==> src/rtl/cfgt_pkg.sv <==
package cfgt_pkg;

   typedef enum logic [1:0] {
      ST_IDLE = 2'd0,
      ST_DSEL = 2'd1,
      ST_DATA = 2'd2,
      ST_DONE = 2'd3
   } cfgt_state_e;

   localparam logic [3:0] CMD_CFG_RD = 4'b1010;
   localparam logic [3:0] CMD_CFG_WR = 4'b1011;
   localparam int         CMD_W      = 4;
   localparam int         IDX_LSB    = 2;

endpackage

==> src/rtl/cfgt_addr_decode.sv <==
module cfgt_addr_decode
   import cfgt_pkg::*;
#(
   parameter int IDX_W = 6
) (
   input  logic                   idsel,
   input  logic [CMD_W-1:0]       cmd_n,
   input  logic [IDX_W+IDX_LSB-1:0] addr_lo,
   output logic                   hit,
   output logic                   is_write,
   output logic [IDX_W-1:0]       index
);

   localparam int ADDR_LO_W = IDX_W + IDX_LSB;

   generate
      if (IDX_W < 1 || ADDR_LO_W > 32) begin : g_bad_idx
         $error("cfgt_addr_decode: IDX_W out of range");
      end
   endgenerate

   logic cmd_rd;
   logic cmd_wr;
   logic aligned;

   always_comb begin
      cmd_rd   = (cmd_n == CMD_CFG_RD);
      cmd_wr   = (cmd_n == CMD_CFG_WR);
      aligned  = (addr_lo[IDX_LSB-1:0] == '0);
      hit      = idsel && (cmd_rd || cmd_wr) && aligned;
      is_write = cmd_wr;
      index    = addr_lo[ADDR_LO_W-1:IDX_LSB];
   end

endmodule

==> src/rtl/cfgt_fsm.sv <==
module cfgt_fsm
   import cfgt_pkg::*;
#(
   parameter int WAIT_STATES = 0
) (
   input  logic clk,
   input  logic rst_n,
   input  logic frame_n,
   input  logic irdy_n,
   input  logic hit,
   output logic addr_take,
   output logic xfer,
   output logic in_data,
   output logic devsel_n,
   output logic trdy_n,
   output logic stop_n
);

   generate
      if (WAIT_STATES < 0 || WAIT_STATES > 15) begin : g_bad_wait
         $error("cfgt_fsm: WAIT_STATES must be 0..15");
      end
   endgenerate

   cfgt_state_e state;
   logic        frame_q;
   logic        wait_done;

   // address phase: frame newly asserted while idle
   assign addr_take = (state == ST_IDLE) && !frame_n && frame_q && hit;
   assign in_data   = (state == ST_DATA);
   assign xfer      = in_data && !irdy_n;
   assign devsel_n  = !((state == ST_DSEL) || (state == ST_DATA));
   assign trdy_n    = !in_data;
   assign stop_n    = !(in_data && !frame_n);

   generate
      if (WAIT_STATES == 0) begin : g_nowait
         assign wait_done = 1'b1;
      end else begin : g_wait
         localparam int CNT_W = $clog2(WAIT_STATES + 1);
         logic [CNT_W-1:0] cnt;
         always_ff @(posedge clk or negedge rst_n) begin
            if (!rst_n) begin
               cnt <= '0;
            end else if (state == ST_DSEL && !wait_done) begin
               cnt <= cnt + 1'b1;
            end else begin
               cnt <= '0;
            end
         end
         assign wait_done = (cnt == CNT_W'(WAIT_STATES));
      end
   endgenerate

   always_ff @(posedge clk or negedge rst_n) begin
      if (!rst_n) begin
         state   <= ST_IDLE;
         frame_q <= 1'b1;
      end else begin
         frame_q <= frame_n;
         unique case (state)
            ST_IDLE: if (addr_take) state <= ST_DSEL;
            ST_DSEL: if (wait_done) state <= ST_DATA;
            ST_DATA: if (!irdy_n)   state <= ST_DONE;
            ST_DONE: if (frame_n)   state <= ST_IDLE;
            default:                state <= ST_IDLE;
         endcase
      end
   end

   AST_TRDY_NEEDS_DEVSEL: assert property (@(posedge clk) disable iff (!rst_n) !trdy_n |-> !devsel_n);
   AST_SINGLE_PHASE: assert property (@(posedge clk) disable iff (!rst_n) (!trdy_n && !irdy_n) |=> (trdy_n && devsel_n));
   AST_STOP_WITH_TRDY: assert property (@(posedge clk) disable iff (!rst_n) !stop_n |-> !trdy_n);
   AST_WAIT_HOLD: assert property (@(posedge clk) disable iff (!rst_n) (!trdy_n && irdy_n) |=> !trdy_n);

endmodule

==> src/rtl/cfgt_regfile.sv <==
module cfgt_regfile #(
   parameter int DATA_W   = 32,
   parameter int IDX_W    = 6,
   parameter int NUM_REGS = 16
) (
   input  logic                clk,
   input  logic                rst_n,
   input  logic                wr_en,
   input  logic [IDX_W-1:0]    wr_idx,
   input  logic [DATA_W/8-1:0] wr_be,
   input  logic [DATA_W-1:0]   wr_data,
   input  logic [IDX_W-1:0]    rd_idx,
   output logic [DATA_W-1:0]   rd_data
);

   localparam int BYTES = DATA_W / 8;

   generate
      if (DATA_W % 8 != 0 || DATA_W < 32) begin : g_bad_width
         $error("cfgt_regfile: DATA_W must be a multiple of 8, at least 32");
      end
      if (NUM_REGS < 1 || NUM_REGS > (1 << IDX_W)) begin : g_bad_depth
         $error("cfgt_regfile: NUM_REGS must fit the index space");
      end
   endgenerate

   logic [DATA_W-1:0] regs [NUM_REGS];

   generate
      for (genvar r = 0; r < NUM_REGS; r++) begin : g_reg
         logic [DATA_W-1:0] q;
         logic              sel;
         assign sel     = wr_en && (int'(wr_idx) == r);
         assign regs[r] = q;
         always_ff @(posedge clk or negedge rst_n) begin
            if (!rst_n) begin
               q <= '0;
            end else if (sel) begin
               for (int b = 0; b < BYTES; b++) begin
                  if (wr_be[b]) q[b*8 +: 8] <= wr_data[b*8 +: 8];
               end
            end
         end
         for (genvar b = 0; b < BYTES; b++) begin : g_byte
            AST_BYTE_KEEP: assert property (@(posedge clk) disable iff (!rst_n) (sel && !wr_be[b]) |=> $stable(q[b*8 +: 8]));
         end
      end
   endgenerate

   always_comb begin
      rd_data = '0;
      for (int i = 0; i < NUM_REGS; i++) begin
         if (int'(rd_idx) == i) rd_data = regs[i];
      end
   end

   AST_OOR_ZERO: assert property (@(posedge clk) disable iff (!rst_n) (int'(rd_idx) >= NUM_REGS) |-> (rd_data == '0));

endmodule

==> src/rtl/cfgt_target.sv <==
module cfgt_target
   import cfgt_pkg::*;
#(
   parameter int DATA_W      = 32,
   parameter int IDX_W       = 6,
   parameter int NUM_REGS    = 16,
   parameter int WAIT_STATES = 0
) (
   input  logic              clk,
   input  logic              rst_n,
   input  logic              frame_n,
   input  logic              irdy_n,
   input  logic              idsel,
   input  logic [DATA_W/8-1:0] cbe_n,
   input  logic [DATA_W-1:0] ad_in,
   output logic [DATA_W-1:0] ad_out,
   output logic              ad_oe,
   output logic              devsel_n,
   output logic              trdy_n,
   output logic              stop_n
);

   localparam int BYTES = DATA_W / 8;

   generate
      if (BYTES < CMD_W) begin : g_bad_bus
         $error("cfgt_target: bus too narrow for the command nibble");
      end
   endgenerate

   logic             hit;
   logic             dec_wr;
   logic [IDX_W-1:0] dec_idx;
   logic             addr_take;
   logic             xfer;
   logic             in_data;
   logic             wr_q;
   logic [IDX_W-1:0] idx_q;

   cfgt_addr_decode #(.IDX_W(IDX_W)) u_dec (
      .idsel    (idsel),
      .cmd_n    (cbe_n[CMD_W-1:0]),
      .addr_lo  (ad_in[IDX_W+IDX_LSB-1:0]),
      .hit      (hit),
      .is_write (dec_wr),
      .index    (dec_idx)
   );

   cfgt_fsm #(.WAIT_STATES(WAIT_STATES)) u_fsm (
      .clk       (clk),
      .rst_n     (rst_n),
      .frame_n   (frame_n),
      .irdy_n    (irdy_n),
      .hit       (hit),
      .addr_take (addr_take),
      .xfer      (xfer),
      .in_data   (in_data),
      .devsel_n  (devsel_n),
      .trdy_n    (trdy_n),
      .stop_n    (stop_n)
   );

   always_ff @(posedge clk or negedge rst_n) begin
      if (!rst_n) begin
         wr_q  <= 1'b0;
         idx_q <= '0;
      end else if (addr_take) begin
         wr_q  <= dec_wr;
         idx_q <= dec_idx;
      end
   end

   cfgt_regfile #(
      .DATA_W   (DATA_W),
      .IDX_W    (IDX_W),
      .NUM_REGS (NUM_REGS)
   ) u_rf (
      .clk     (clk),
      .rst_n   (rst_n),
      .wr_en   (xfer && wr_q),
      .wr_idx  (idx_q),
      .wr_be   (~cbe_n),
      .wr_data (ad_in),
      .rd_idx  (idx_q),
      .rd_data (ad_out)
   );

   assign ad_oe = in_data && !wr_q;

   AST_CLAIM_IDSEL: assert property (@(posedge clk) disable iff (!rst_n) $fell(devsel_n) |-> $past(idsel));
   AST_OE_WITH_TRDY: assert property (@(posedge clk) disable iff (!rst_n) ad_oe |-> (!trdy_n && !devsel_n));
   AST_READ_STABLE: assert property (@(posedge clk) disable iff (!rst_n) (ad_oe && irdy_n) |=> $stable(ad_out));

endmodule

==> config.mk <==
export PLATFORM = sky130hd
export DESIGN_NAME = cfgt_target
export DESIGN_NICKNAME = d
export VERILOG_FILES = /design/src/rtl/cfgt_pkg.sv /design/src/rtl/cfgt_addr_decode.sv /design/src/rtl/cfgt_fsm.sv /design/src/rtl/cfgt_regfile.sv /design/src/rtl/cfgt_target.sv
export SDC_FILE = /design/constraint.sdc
export NUM_CORES = 1
export LEC_CHECK = 0
export ABC_AREA = 1
export BUFFER_PORTS_ARGS = -buffer_cell sky130_fd_sc_hd__buf_2
export CORE_MARGIN = 1.5
export CORE_UTILIZATION = 50
export DETAILED_ROUTE_END_ITERATION = 8
export PLACE_DENSITY = 0.65
export RECOVER_POWER = 25
export SYNTH_ARGS = -nofsm -noshare
export SYNTH_HDL_FRONTEND = slang
export SYNTH_HIERARCHICAL = 1
export SYNTH_SLANG_ARGS = --single-unit
export TNS_END_PERCENT = 10
==> constraint.sdc <==
create_clock -name clk -period 3 [get_ports clk]
set_input_delay 0.15 -clock clk [delete_from_list [all_inputs] [get_ports clk]]
set_output_delay 0.15 -clock clk [all_outputs]
set_load 0.02 [all_outputs]
* Yosys cells after proc, flatten, opt, wreduce, memory -nomap -nowiden
Cells that the tools add are included. W data, S select, Z words.
Storage, ports and cells: bits in registers 522, bits in latches 0, memory bits (writable) 0, ROM bits 0, input port bits 41, output and inout bits 36, logic and storage cells 213, memories kept 0
Operators by class: add/subtract/negate cells 0, multipliers 0, divide/modulo/power cells 0, magnitude comparators 0, equality and inequality tests 23, shifts and indexed selects 0, muxes and demuxes 20, bitwise operators 1, reduce and logical (&&, ||, !) cells 101
Operators by type and width (number):
- $mux W32 | 16
- $reduce_and A2 Y1 | 64
- $eq A6 B5 Y1 const B | 8
- $logic_and A1 B1 Y1 | 25
- $eq A6 B4 Y1 const B | 4
- $eq A6 B3 Y1 const B | 2
- $eq A4 B4 Y1 const B | 2
- $pmux W2 S4 | 1
- $eq A6 B2 Y1 const B | 1
- $logic_not A1 Y1 | 6
- $logic_not A6 Y1 | 1
- $mux W2 | 3
- $ne A2 B2 Y1 const B | 3
- $eq A2 B2 Y1 const B | 2
- $logic_not A2 Y1 | 2
- $not A4 Y4 | 1
- $reduce_and A3 Y1 | 1
- $eq A2 B1 Y1 const B | 1
- $logic_or A1 B1 Y1 | 2

* Depth between registers and ports, before layout
depth in word-level cells 17, mapped depth 16, depth with buffers taken out 14

* By module
The synthesis kept the hierarchy.
By module, submodules not included:
- cfgt_regfile | instances 1, cells each 2805, area an instance 22935.7 um^2, sequential area each 12812.3 um^2
- cfgt_target | instances 1, cells each 38, area an instance 299.0 um^2, sequential area each 175.2 um^2
- cfgt_fsm | instances 1, cells each 29, area an instance 226.5 um^2, sequential area each 76.3 um^2
- cfgt_addr_decode | instances 1, cells each 13, area an instance 80.1 um^2, sequential area each 0.0 um^2

* Worst setup path before layout
No wires, ideal clock.
path kind register to register, start register u_fsm.state[0], end register u_rf.g_reg[5].q[14], library setup time 133 ps, data arrival time 1940 ps, required time 2867 ps, path slack 927 ps, stages on the path, launching flop included 14, path buffers 2, period minus slack after synthesis 2073 ps, cells stage by stage dfrtp_1 -> inv_1 -> ha_1 -> inv_2 -> nor2_1 -> nand2_1 -> inv_1 -> nand3_1 -> nor3_1 -> buf_2 -> nand3_1 -> clkbuf_1 -> nand2_1 -> o21ai_0
Between the ends: word-level cells in the longest chain between the ends 5
Ends and longest elaborated chain:
- start: declaration | line cfgt_fsm.sv:25 | cfgt_state_e state;
- start signal: assignment | line cfgt_fsm.sv:58 | state <= ST_IDLE;
- start signal: assignment | line cfgt_fsm.sv:63 | ST_IDLE: if (addr_take) state <= ST_DSEL;
- start signal: assignment | line cfgt_fsm.sv:64 | ST_DSEL: if (wait_done) state <= ST_DATA;
- $eq A2 B2 Y1 | line cfgt_fsm.sv:31 | assign in_data = (state == ST_DATA);
- via in_data | line cfgt_target.sv:36 | logic in_data;
- $logic_and A1 B1 Y1 | line cfgt_fsm.sv:32 | assign xfer = in_data && !irdy_n;
- via xfer | line cfgt_target.sv:35 | logic xfer;
- $logic_and A1 B1 Y1 | line cfgt_target.sv:80 | .wr_en (xfer && wr_q),
- $logic_and A1 B1 Y1 | line cfgt_regfile.sv:33 | assign sel = wr_en && (int'(wr_idx) == r);
- $reduce_and A2 Y1 (no source line)
- end signal: indexed assignment | line cfgt_regfile.sv:40 | if (wr_be[b]) q[b*8 +: 8] <= wr_data[b*8 +: 8];
- end: declaration | line cfgt_regfile.sv:31 | logic [DATA_W-1:0] q;
The timed path passes the listed nets, and every way through them passes these cells. A chain may end at the register's enable or synchronous reset.

* Worst setup path in the final report
start register idx_q[5], end output ad_out[21]
Between the ends: word-level cells in the longest chain between the ends 17, elaborated cells on any way between the ends 32, classes of those cells eq/ne (15); mux (16); reduce/logical (1)
Ends and longest elaborated chain:
- start: declaration | line cfgt_target.sv:38 | logic [IDX_W-1:0] idx_q;
- start signal: assignment | line cfgt_target.sv:69 | idx_q <= dec_idx;
- $logic_not A6 Y1 | line cfgt_regfile.sv:53 | if (int'(rd_idx) == i) rd_data = regs[i];
- $mux W32 (15 in series) | line cfgt_regfile.sv:53
- $mux W32 (*) | line cfgt_regfile.sv:53
- end: declaration | line cfgt_target.sv:16 | output logic [DATA_W-1:0] ad_out,
Every way passes the cells marked *; elsewhere a longest branch is shown, timed or not.

==> reports/metrics.yaml <==
synthesis:
  syn_area_per_cell_um2: 8.16
  synth_seq_cells: 522
  synth_area_um2: 23500
  synth-edff-count: 0
  synth_cells: 2885
  async_reset_ff_share_pct: 100
  synth_nets: 2929
  yosysTopAreaCellShare_pct: 55.4
  synth_area_leaders: "dfrtp_1, nand2_1, o21ai_0"
  yosysUniqueCellTypes: 28
  ys_seq_area_share_pct: 55.5
  yosysTopAreaCell: "dfrtp_1"
  synth_ff_type: "dfrtp_1"
  ys_warn_count: 6
route:
  wl_per_cell_um: 18.1
  ant_nets: 0
  remaining_drc_errors: 0
  avgViaCountPerCell: 5.52
  vias: 19782
  drtPass1Iterations: 5
  wl_um: 65000
  drt_iter0_drc: 2119
power_and_ir_drop:
  leakage_uw: 0.0123
  peakVddDrop_mv: 0.426
  power_density_nw_per_um2: 553
  total_power_uw: 14900
layout:
  syn2layout_area_growth_pct: 14.2
  fin_cells: 3585
  nNetsFinal: 2983
  mostFrequentLayoutCell: "nand2_1"
  drive_above_1_share_pct: 12.0
  fill_cells: 4195
  n_antenna_cell: 0
  final_cell_mix: "nand2_1, dfrtp_1, o21ai_0"
clock_network:
  tritoncts: "yes"
  clock_latency_ns: 0.60
  cts_buffers: 54
  clockBufferDepth: 3
  htreeDepth: 2
  path_clk_slew_ns: 0.06
  root_buffer: "clkbuf_16"
  clock-sinks: 522
placement:
  routabilityCongestion: 0.853
  dpl.hpwl_um: 43400
  place_inst: 3456
  portBuffers: 76
  place_ws_ns: 0.231
global_routing:
  grt_pass1_vias: 18329
  grt_pass1_wl_um: 103000
  grt_overflow: 0
  grt_max_degree: 114
  grt_usage_pct: 27.1
  grt_antenna_before_repair: 0
timing:
  rsz0062_at_grt: "yes"
  fin_ws_ns: -0.0758
  hold_viol: 0
  fmax_ghz: 0.325
  tightest_slew_ns: 1.68
  finalCriticalPeriod_ns: 3.08
  setup_violations: 13
  slew_viol_final: 61
  post-route-period-util_pct: 103
  max_slew_margin_pct: -12.3
  clock_skew_ns: 0.0101
die:
  fp-row-count: 79
  die_h_um: 220
  io-pin-count: 77
  start_util_pct: 50.7
  die_area_um2: 48400
  core_um2: 46500
  die_x_um: 220
hold_path:
  hold_path_end: "u_fsm/state[1]"
  hp-class: "input pin to register"
  worstHoldStart: "idsel"
  worstHoldPathCells: 7
run:
  drv_cap: 1
worst_setup_path:
  cp-end-kind: "output port"
  crit_type: "register to output port"
  start_kind: "register"
  cp.arrival_ns: 2.93
  path_max_fanout: 7
  r2r-end: "u_rf/g_reg[8].q[19]"
  r2r_slack_ns: 0.16
  critPathRequiredTime_ns: 2.85
  reg2reg_from: "idx_q[1]"
  r2r_cells: 7
run_status:
  violations: "max-capacitance violations, max-slew violations, negative setup slack"
  status: "finished, violations left"
-- power breakdown --
group | switching [uW] | total (uW) | internal, uW | leakage (uW)
sequential | 30.4 | 7110 | 7080 | 0.00727
combinational | 956 | 1370 | 414 | 0.00426
clock | 2720 | 6400 | 3670 | 0.000826
-- state kept, by name, summed over array words and instances, names as in the netlist --
signal / cells
wr_q: 1
u_fsm/state: 2
idx_q: 6
u_fsm/frame_q: 1
u_rf/g.q: 512
-- per-stage QoR --
stage	setup TNS, ns	util [%]	hold WS [ns]	area (um^2)
3_5_place_dp	0	52.9	0.146	24600
6_report	-0.269	57.9	0.0777	26900
2_1_floorplan	0	-	-0.146	23500
4_1_cts	-0.218	57.1	0.0584	26500
5_1_grt	-5.26	57.9	0.134	26900
3_3_place_gp	0	52.9	0.140	24600
-- how the worst max path moves through the flow --
stage | slack [ns] | from | endpoint
2_1_floorplan | 0.93 | u_fsm/state[0] | u_rf/g_reg[5].q[14]
3_3_place_gp | 0.25 | idx_q[4] | ad_out[29]
3_5_place_dp | 0.23 | idx_q[4] | ad_out[29]
5_1_grt | -0.16 | idx_q[5] | ad_out[14]
4_1_cts | -0.04 | idx_q[4] | ad_out[28]
6_report | -0.08 | idx_q[5] | ad_out[21]
-- cells by family (layout without fill, tap and decap cells) --
logic type	count (synthesis)	count (layout)	share of synthesized area (%)
adders and majority gates	3	3	0.159
buffers and inverters	358	451	6.13
AOI/OAI and AO/OA	556	556	12.2
and+or+nand+nor	1446	1446	26.1
DFF	522	522	55.5
-- cells in the mapped netlist, types with 10 or more instances --
| master | count |
|---|---|
| a21oi_1 | 42 |
| buf_2 | 34 |
| buf_4 | 11 |
| clkbuf_1 | 130 |
| dfrtp_1 | 521 |
| inv_1 | 170 |
| inv_2 | 11 |
| nand2_1 | 982 |
| nand3_1 | 129 |
| nand4_1 | 107 |
| nor2_1 | 143 |
| nor3_1 | 10 |
| o21a_1 | 29 |
| o21ai_0 | 484 |
| or2_1 | 14 |
| or2_2 | 25 |
-- worst max-delay path: stages, from the launching register on --
cell and delay (ns):
dfrtp_2 0.43, nor2_4 0.25, buf_6 0.16, nand2_8 0.05, nor2_4 0.25, clkbuf_16 0.23, nand2_2 0.05, nand3_2 0.06
nor2_2 0.05, nand4_1 0.13, nand2_1 0.09, nand4_1 0.12, nand2_1 0.09, nand3_1 0.10, nand2_1 0.05, nand2_1 0.08
buf_6 0.12
-- metal layers --
layer	share of wire (%)	vias up	track usage (%)
li1	-	9419	-
met1	47	9594	41.5
met2	44	676	40.2
met3	6.8	93	3.66
met4	2.2	0	7.64
met5	0	-	0
-- what timing repair did --
item,4_1_cts,5_1_grt
pin swaps,3,27
gates resized for setup,16,87
setup endpoints to repair,32,63
buffers inserted,7,10
hold buffers,14,0
cloned,0,3
endpoints found under the hold margin,95,0
-- layout make-up --
type / count / area, um^2 / share of cell area [%]
timing repair buffer: 175 / 1440 / 5.34
clock buffer: 87 / 1630 / 6.05
multi-input combinational: 2005 / 9270 / 34.5
clock inverter: 8 / 43.8 / 0.163
inverter: 181 / 691 / 2.57
tap: 607 / 759 / 2.82
sequential: 522 / 13100 / 48.6
No activity file was read; power rests on OpenSTA's default activity.
